File: config.mk
export PLATFORM = sky130hd
export DESIGN_NAME = phy_qstat
export DESIGN_NICKNAME = d
export VERILOG_FILES = /design/src/rtl/phy_qstat_pkg.sv /design/src/rtl/qstat_an_track.sv /design/src/rtl/qstat_ctrl.sv /design/src/rtl/qstat_datapath.sv /design/src/rtl/phy_qstat.sv
export SDC_FILE = /design/constraint.sdc
export NUM_CORES = 1
export LEC_CHECK = 0
export ABC_CLOCK_PERIOD_IN_PS = 2320
export CAP_MARGIN = 20
export CORE_MARGIN = 2
export CORE_UTILIZATION = 37
export CTS_BUF_LIST = sky130_fd_sc_hd__clkbuf_8 sky130_fd_sc_hd__clkbuf_16
export CTS_CLUSTER_DIAMETER = 100
export DETAILED_ROUTE_END_ITERATION = 10
export PLACE_DENSITY_LB_ADDON = 0.05
export SLEW_MARGIN = 20
export SYNTH_ARGS = -nofsm -noshare
export SYNTH_HDL_FRONTEND = slang
export SYNTH_SLANG_ARGS = --single-unit
File: constraint.sdc
create_clock -name clk -period 2.32 [get_ports clk]
set_input_delay 0.464 -clock clk [delete_from_list [all_inputs] [get_ports clk]]
set_output_delay 0.464 -clock clk [all_outputs]
set_load 0.01 [all_outputs]
File: src/rtl/phy_qstat_pkg.sv
package phy_qstat_pkg;
  localparam int DATA_W = 16;
  localparam int AN_W   = 3;
  localparam int NUM_STICKY = 4;  // bits 15..12

  typedef struct packed {
    logic clearOnRead;
    logic loadCfg;
    logic linkChgMode;
  } ctlStrobeT;
endpackage

File: src/rtl/qstat_an_track.sv
module qstat_an_track #(
  parameter int AN_W = 3,
  parameter bit TRACK_MAX = 1'b0
) (
  input  logic            clk,
  input  logic            rstN,
  input  logic            restart,
  input  logic [AN_W-1:0] anState,
  output logic [AN_W-1:0] view
);
  localparam logic [AN_W-1:0] RESET_VAL = TRACK_MAX ? '0 : '1;

  logic [AN_W-1:0] trackQ;
  logic            takeNew;

  assign takeNew = TRACK_MAX ? (anState > trackQ) : (anState < trackQ);
  assign view    = takeNew ? anState : trackQ;

  always_ff @(posedge clk) begin
    if (!rstN)        trackQ <= RESET_VAL;
    else if (restart) trackQ <= anState;
    else              trackQ <= view;
  end

  generate
    if (TRACK_MAX) begin : g_maxChk

      max_monotone_chk: assert property (@(posedge clk) disable iff (!rstN)
        !restart |=> (trackQ >= $past(trackQ)));
    end else begin : g_minChk

      min_monotone_chk: assert property (@(posedge clk) disable iff (!rstN)
        !restart |=> (trackQ <= $past(trackQ)));
    end
  endgenerate
endmodule

File: src/rtl/qstat_ctrl.sv
module qstat_ctrl
  import phy_qstat_pkg::*;
(
  input  logic                  clk,
  input  logic                  rstN,
  input  logic                  rdEn,
  input  logic                  wrEn,
  input  logic [DATA_W-1:0]     wrData,
  input  logic [NUM_STICKY-1:0] flagQ,
  input  logic                  linkLatchQ,
  output ctlStrobeT             strobes,
  output logic                  intConf,
  output logic                  intMask,
  output logic                  irqOut
);
  localparam int CONF_BIT = 7;
  localparam int MASK_BIT = 6;
  localparam int CHG_IDX  = 2;  // bit 14 inside flagQ

  logic irqCause;

  always_ff @(posedge clk) begin
    if (!rstN) begin
      intConf <= 1'b0;
      intMask <= 1'b0;
    end else if (strobes.loadCfg) begin
      intConf <= wrData[CONF_BIT];
      intMask <= wrData[MASK_BIT];
    end
  end

  always_comb begin
    strobes.clearOnRead = rdEn;
    strobes.loadCfg     = wrEn;
    strobes.linkChgMode = intConf;
  end

  assign irqCause = intConf ? flagQ[CHG_IDX] : ((|flagQ) || !linkLatchQ);
  assign irqOut   = !intMask && irqCause;


  cfg_hold_chk: assert property (@(posedge clk) disable iff (!rstN)
    !wrEn |=> $stable({intConf, intMask}));
endmodule

File: src/rtl/qstat_datapath.sv
module qstat_datapath
  import phy_qstat_pkg::*;
(
  input  logic                  clk,
  input  logic                  rstN,
  input  ctlStrobeT             strobes,
  input  logic                  intConf,
  input  logic                  intMask,
  input  logic                  rxErrEvt,
  input  logic                  falseCarrEvt,
  input  logic                  remFaultEvt,
  input  logic                  unlockEvt,
  input  logic                  jabberEvt,
  input  logic                  linkUp,
  input  logic                  partnerPause,
  input  logic                  speed100,
  input  logic                  fullDuplex,
  input  logic [AN_W-1:0]       anState,
  output logic [NUM_STICKY-1:0] flagQ,
  output logic                  linkLatchQ,
  output logic [DATA_W-1:0]     rdData
);
  logic [NUM_STICKY-1:0] evtVec;
  logic [NUM_STICKY-1:0] flagView;
  logic                  linkPrevQ;
  logic                  linkView;
  logic [1:0][AN_W-1:0]  anView;

  always_comb begin
    evtVec[3] = rxErrEvt && speed100;
    evtVec[2] = strobes.linkChgMode ? (linkUp ^ linkPrevQ) : (falseCarrEvt && speed100);
    evtVec[1] = remFaultEvt;
    evtVec[0] = speed100 ? unlockEvt : jabberEvt;
  end

  assign flagView = flagQ | evtVec;
  assign linkView = linkLatchQ && linkUp;

  always_ff @(posedge clk) begin
    if (!rstN) begin
      flagQ      <= '0;
      linkLatchQ <= 1'b1;
      linkPrevQ  <= 1'b0;
    end else begin
      flagQ      <= strobes.clearOnRead ? evtVec : flagView;
      linkLatchQ <= strobes.clearOnRead ? linkUp : linkView;
      linkPrevQ  <= linkUp;
    end
  end

  genvar g;
  generate
    for (g = 0; g < 2; g++) begin : g_track
      qstat_an_track #(.AN_W(AN_W), .TRACK_MAX(g == 1)) u_track (
        .clk     (clk),
        .rstN    (rstN),
        .restart (strobes.clearOnRead),
        .anState (anState),
        .view    (anView[g])
      );
    end
  endgenerate

  assign rdData = {flagView, linkView, partnerPause, speed100, fullDuplex,
                   intConf, intMask, anView[0], anView[1]};


  sticky_hold_chk: assert property (@(posedge clk) disable iff (!rstN)
    !strobes.clearOnRead |=> ((flagQ & $past(flagQ)) == $past(flagQ)));


  link_latch_low_chk: assert property (@(posedge clk) disable iff (!rstN)
    (!strobes.clearOnRead && !linkLatchQ) |=> !linkLatchQ);
endmodule

File: src/rtl/phy_qstat.sv
module phy_qstat
  import phy_qstat_pkg::*;
(
  input  logic              clk,
  input  logic              rstN,
  input  logic              rdEn,
  input  logic              wrEn,
  input  logic [DATA_W-1:0] wrData,
  output logic [DATA_W-1:0] rdData,
  input  logic              rxErrEvt,
  input  logic              falseCarrEvt,
  input  logic              remFaultEvt,
  input  logic              unlockEvt,
  input  logic              jabberEvt,
  input  logic              linkUp,
  input  logic              partnerPause,
  input  logic              speed100,
  input  logic              fullDuplex,
  input  logic [AN_W-1:0]   anState,
  output logic              irqOut
);
  ctlStrobeT             strobes;
  logic                  intConf;
  logic                  intMask;
  logic [NUM_STICKY-1:0] flagQ;
  logic                  linkLatchQ;

  qstat_ctrl u_ctrl (
    .clk        (clk),
    .rstN       (rstN),
    .rdEn       (rdEn),
    .wrEn       (wrEn),
    .wrData     (wrData),
    .flagQ      (flagQ),
    .linkLatchQ (linkLatchQ),
    .strobes    (strobes),
    .intConf    (intConf),
    .intMask    (intMask),
    .irqOut     (irqOut)
  );

  qstat_datapath u_dp (
    .clk          (clk),
    .rstN         (rstN),
    .strobes      (strobes),
    .intConf      (intConf),
    .intMask      (intMask),
    .rxErrEvt     (rxErrEvt),
    .falseCarrEvt (falseCarrEvt),
    .remFaultEvt  (remFaultEvt),
    .unlockEvt    (unlockEvt),
    .jabberEvt    (jabberEvt),
    .linkUp       (linkUp),
    .partnerPause (partnerPause),
    .speed100     (speed100),
    .fullDuplex   (fullDuplex),
    .anState      (anState),
    .flagQ        (flagQ),
    .linkLatchQ   (linkLatchQ),
    .rdData       (rdData)
  );
endmodule

# After elaboration in Yosys (flattened, before gate mapping)
# Cells that the tools add are included.
dict set report classes {
  add_sub_neg 0
  n_mul 0
  div 0
  order_cmp 2
  eq_ne 0
  shifts 0
  muxes 9
  n_bitwise 2
  reduce_logical 8
}
# operator n
set op_table {}
lappend op_table {{$mux 3} 4}
lappend op_table {{$logic_and 1x1->1} 4}
lappend op_table {{$mux 1} 4}
lappend op_table {{$mux 4} 1}
lappend op_table {{$or 4x4->4} 1}
lappend op_table {{$reduce_or 4->1} 1}
lappend op_table {{$gt 3x3->1} 1}
lappend op_table {{$lt 3x3->1} 1}
lappend op_table {{$logic_not 1->1} 2}
lappend op_table {{$logic_or 1x1->1} 1}
lappend op_table {{$xor 1x1->1} 1}
dict set report word_totals {
  reg_bits 14
  latch_bits 0
  ramBits 0
  romBits 0
  input_bits 32
  out_inout_bits 17
  word_cells 28
  n_memories 0
}

# Depth between registers and ports, before layout
dict set report depth {
  word_depth 4
  ltp_mapped 6
  ltp_nobuf 6
}

# By module
# Synthesis repeated with hierarchy kept, for this count alone.
dict set report unflattened {
  cells_unflattened 101
  area_unflattened_um2 930.9
}
# module n_inst cells_each area_each_um2 seq_area_each_um2
set by_module_without_submodules {}
lappend by_module_without_submodules {qstat_datapath 1 33 305.3 120.1}
lappend by_module_without_submodules {{qstat_an_track at u_dp.g_track[1].u_track} 1 29 287.8 60.1}
lappend by_module_without_submodules {{qstat_an_track at u_dp.g_track[0].u_track} 1 27 214.0 60.1}
lappend by_module_without_submodules {qstat_ctrl 1 12 123.9 40.0}

# Least setup slack after synthesis
# No wires, ideal clock.
dict set report synth_timing {
  path_type {input-to-output}
  startpoint {input port anState[1]}
  endpoint {output port rdData[0]}
  arrival_ns 1.571
  required_ns 1.856
  setup_slack_ns 0.285
  path_stages 5
  cell_sequence {ha_1 > nor2b_4 > o21a_1 > o21ai_2 > mux2_2}
}
dict set report synth_via {
  elab_chain_cells 2
}
# item line
set synth_rtl {}
lappend synth_rtl {{from (decl)} phy_qstat.sv:19} ;# input logic [AN_W-1:0] anState,
lappend synth_rtl {{$gt 3x3->1} qstat_an_track.sv:16} ;# assign takeNew = TRACK_MAX ? (anState > trackQ) : (anState < trackQ);
lappend synth_rtl {{$mux 3} qstat_an_track.sv:17} ;# assign view = takeNew ? anState : trackQ;
lappend synth_rtl {{to (decl)} phy_qstat.sv:9} ;# output logic [DATA_W-1:0] rdData,
# Every way passes these cells.

# Final worst setup path
dict set report layout_timing {
  startpoint {register u_dp.g_track[1].u_track.trackQ[1]}
  endpoint {output port rdData[1]}
}
dict set report layout_via {
  elab_chain_cells 2
}
# item line
set layout_rtl {}
lappend layout_rtl {{from (decl)} qstat_an_track.sv:13} ;# logic [AN_W-1:0] trackQ;
lappend layout_rtl {{from (signal assigned)} qstat_an_track.sv:21} ;# else if (restart) trackQ <= anState;
lappend layout_rtl {{from (signal assigned)} qstat_an_track.sv:22} ;# else trackQ <= view;
lappend layout_rtl {{$gt 3x3->1} qstat_an_track.sv:16}
lappend layout_rtl {{$mux 3 (*)} qstat_an_track.sv:17}
# Every way passes the cells marked *; elsewhere a longest branch is shown, timed or not.

==> results.py <==
metrics = {
    "grt": {
        "antenna_found_initial": 0,
        "grt_pass1_wl_um": 3512,
        "grt_pass1_vias": 798,
        "grt_max_degree": 12,
        "grtUsageTotal": 0.1805,
        "overflow": 0,
    },
    "finish": {
        "synthToLayoutAreaGrowth_pct": 62.50,
        "final_area_mm2": 0.001366,
        "nFillCells": 198,
        "multi_input_area_um2": 556.8,
        "fin_nets": 180,
        "register_area_um2": 281.5,
        "drive_gt1_frac": 0.3380,
        "insertedDiodeCount": 0,
    },
    "worst_hold_path": {
        "holdPathStages": 2,
        "hp-class": "flop to flop",
        "min_to": "u_dp.flagQ[3]",
        "min_from": "u_dp.flagQ[3]",
    },
    "synth": {
        "syn_avg_cell_area_um2": 8.580,
        "ys_warn_count": 0,
        "synth-seq-cells": 14,
        "synth_top_area_share": 0.3333,
        "ys_types": 28,
        "synth_area_leaders": "dfxtp_1 (33%), ha_1 (7.4%), mux2i_1 (7.1%)",
        "synth.net_count": 135,
        "yosysTopAreaCell": "dfxtp_1",
        "synth_area_um2": 840.8,
        "seq_area_frac_synth": 0.3333,
        "syn-instance-count": 98,
    },
    "timing": {
        "fin_crit_ns": 2.282,
        "setup_viol": 0,
        "tightest_slew_ns": 0.3937,
        "finalHoldViolations": 0,
        "max_freq_mhz": 438.3,
        "grt_setup_unrepaired": "true",
        "period_share": 0.9835,
        "slew_violations": 0,
        "slew_headroom": 0.7351,
        "skew_ns": 0.0009741,
    },
    "clock_tree": {
        "clkLatencyLatePin_ns": 0.24,
        "root_buffer": "clkbuf_8",
        "clkTransAtPathRegs_ns": 0.06,
        "htree_levels": 1,
        "cts_tree": "yes",
        "clock_sinks": 14,
        "cts_made_buffers": 3,
        "cts_buffer_depth": 2,
    },
    "outcome": {
        "outcome": "completed",
    },
    "setup_path": {
        "max_stage_delay_ns": 0.34,
        "required_ns": 1.86,
        "cp_cell_sequence": "inv_2 -> ha_4 -> nor2b_4 -> o21a_1 -> o21ai_2 -> buf_4 -> mux2_4 -> buf_6",
        "reg2reg_from": "u_dp.g_track[0].u_track.trackQ[1]",
        "endpoint_kind": "primary output",
        "rr_worst_depth": 8,
        "critical_path.max_fanout": 2,
        "slowest_stage": "dfxtp_2",
        "reg2reg_slack_ns": 0.69,
        "cp.arrival_ns": 1.82,
        "reg2reg_to": "u_dp.g_track[0].u_track.trackQ[1]",
        "worstSetupPathType": "flop to primary output",
        "worst_setup_path_start_kind": "flop",
    },
    "pwr": {
        "powerDensity_mw_per_mm2": 599.9,
        "power_mw": 0.8197,
        "p_leak_nw": 0.6215,
        "vdd_drop_max_mv": 0.3517,
    },
    "die": {
        "die_x_um": 51.67,
        "io_pins": 49,
        "core_mm2": 0.002170,
        "die-area_mm2": 0.002670,
        "start_util": 0.3875,
        "rows": 17,
        "fp.dieH_um": 51.67,
    },
    "detailed_routing": {
        "drc": 0,
        "wl_per_cell_um": 12.55,
        "finalWirelength_um": 2134,
        "drt-initial-drc-count": 10,
        "vias": 829,
        "viasPerCell": 4.876,
        "antenna_left": 0,
        "firstDrtPassIters": 5,
    },
    "place": {
        "port_buffers": 30,
        "post_dp_cell_area_mm2": 0.001217,
        "gp_congestion": 0.7559,
        "dp_hpwl_um": 1524,
    },
    "flow_run": {
        "cap_violations": 0,
    },
}
## worst max-delay path by stage
stage	slack, ns	endpoint	depth (start not counted)	start
global placement	-0.64	rdData[0]	7	anState[1]
detailed placement	-0.67	rdData[1]	7	anState[1]
global route	-0.02	rdData[1]	8	u_dp.g_track[1].u_track.trackQ[1]
CTS	-0.01	rdData[1]	8	u_dp.g_track[1].u_track.trackQ[1]
floorplan	0.29	rdData[0]	5	anState[1]
finish	0.04	rdData[1]	8	u_dp.g_track[1].u_track.trackQ[1]
## cells in the final DEF, fill, tap and decap left out, types with 2 or more instances in the layout
| cell | count |
|---|---|
| dlygate4sd2_1 | 4 |
| nor2_1 | 8 |
| a21oi_2 | 2 |
| buf_6 | 3 |
| inv_2 | 2 |
| nor2b_1 | 2 |
| ha_4 | 4 |
| or2_2 | 2 |
| o21a_1 | 3 |
| buf_2 | 2 |
| mux2i_1 | 5 |
| dfxtp_1 | 13 |
| clkbuf_8 | 4 |
| clkdlybuf4s50_1 | 19 |
| a21oi_1 | 3 |
| mux2_4 | 3 |
| buf_4 | 17 |
| and2_1 | 2 |
| o21ai_2 | 2 |
| inv_1 | 5 |
| o21ai_0 | 5 |
| nand2_1 | 14 |
| nand2b_1 | 2 |
## routing by layer
metal / up-vias / GRT usage / part of all wire
li1: 419 / - / -
met1: 382 / 0.2039 / 0.45
met2: 26 / 0.3248 / 0.50
met3: 2 / 0.03736 / 0.053
met4: 0 / 0.07895 / 0.0052
met5: - / 0 / 0
## layout make-up
| type | instances | area share |
|---|---|---|
| Multi-Input combinational cell | 70 | 0.4075 |
| Timing Repair Buffer | 47 | 0.3013 |
| Sequential cell | 14 | 0.2060 |
| Clock buffer | 4 | 0.04029 |
| Tap cell | 28 | 0.02564 |
| Inverter | 7 | 0.01923 |
## through the flow
step                  util  hold slack (ns)  setup slack (ns)  setup TNS [ns]  instances
global placement    0.5611           0.4606           -0.6377          -3.575        161
global route        0.6298           0.4978          -0.02105        -0.05027        170
CTS                 0.6280           0.4822          -0.01083        -0.01932        169
detailed placement  0.5611           0.4733           -0.6694          -3.731        161
floorplan                -           0.4443            0.2854               0         98
finish              0.6298           0.4828           0.03830               0        170
## power by group
part	internal, mW	switching, mW	total [mW]
registers	0.260	0.0135	0.274
logic	0.184	0.123	0.307
clock network	0.150	0.0890	0.239
total	0.594	0.225	0.820
## worst max-delay path, delay by kind of cell (launching register included)
family                     cells  cell delay, ns
DFF                            1            0.34
adders and majority gates      1            0.21
muxes                          1            0.30
buffers and inverters          3            0.30
AOI/OAI and AO/OA              2            0.30
and+or+nand+nor                1            0.12
## what timing repair did
action                     CTS  global route
setup endpoints to repair    8             5
setup buffers                4             1
hold buffers                 0             0
gates resized for setup     41             5
pin swaps                    6             3
## synthesized netlist by cell type
| master | instances |
|---|---|
| a211o_2 | 1 |
| a21boi_1 | 1 |
| a21oi_1 | 3 |
| a21oi_2 | 2 |
| a2bb2oi_1 | 1 |
| a311o_1 | 1 |
| and2_1 | 2 |
| buf_4 | 6 |
| clkbuf_1 | 1 |
| dfxtp_1 | 14 |
| ha_1 | 5 |
| inv_1 | 7 |
| mux2_2 | 4 |
| mux2i_1 | 6 |
| nand2_1 | 14 |
| nand2b_1 | 2 |
| nand3_1 | 1 |
| nor2_1 | 8 |
| nor2b_1 | 2 |
| nor2b_4 | 1 |
| nor4_1 | 1 |
| nor4b_1 | 1 |
| o21a_1 | 3 |
| o21ai_0 | 5 |
| o21ai_2 | 2 |
| o311ai_0 | 1 |
| or2_2 | 2 |
| xor2_1 | 1 |
## registers in the layout, indices dropped and copies added (netlist names)
signal                       cells
u_dp.linkLatchQ                  1
u_dp.linkPrevQ                   1
u_ctrl.intMask                   1
u_ctrl.intConf                   1
u_dp.g_track.u_track.trackQ      6
u_dp.flagQ                       4
## cells by family (layout without fill, tap and decap cells)
kind of cell / after synthesis / in the layout / synth area share
AND/OR/NAND/NOR: 34 / 34 / 0.1979
AO/OA/AOI/OAI: 20 / 20 / 0.1696
flip-flops: 14 / 14 / 0.3333
buffers and inverters: 14 / 58 / 0.08928
multiplexers: 10 / 10 / 0.1250
adder cells (fa/ha/maj): 5 / 5 / 0.07440
XOR/XNOR: 1 / 1 / 0.01042
Note: power is estimated with default switching activity, not from simulation.
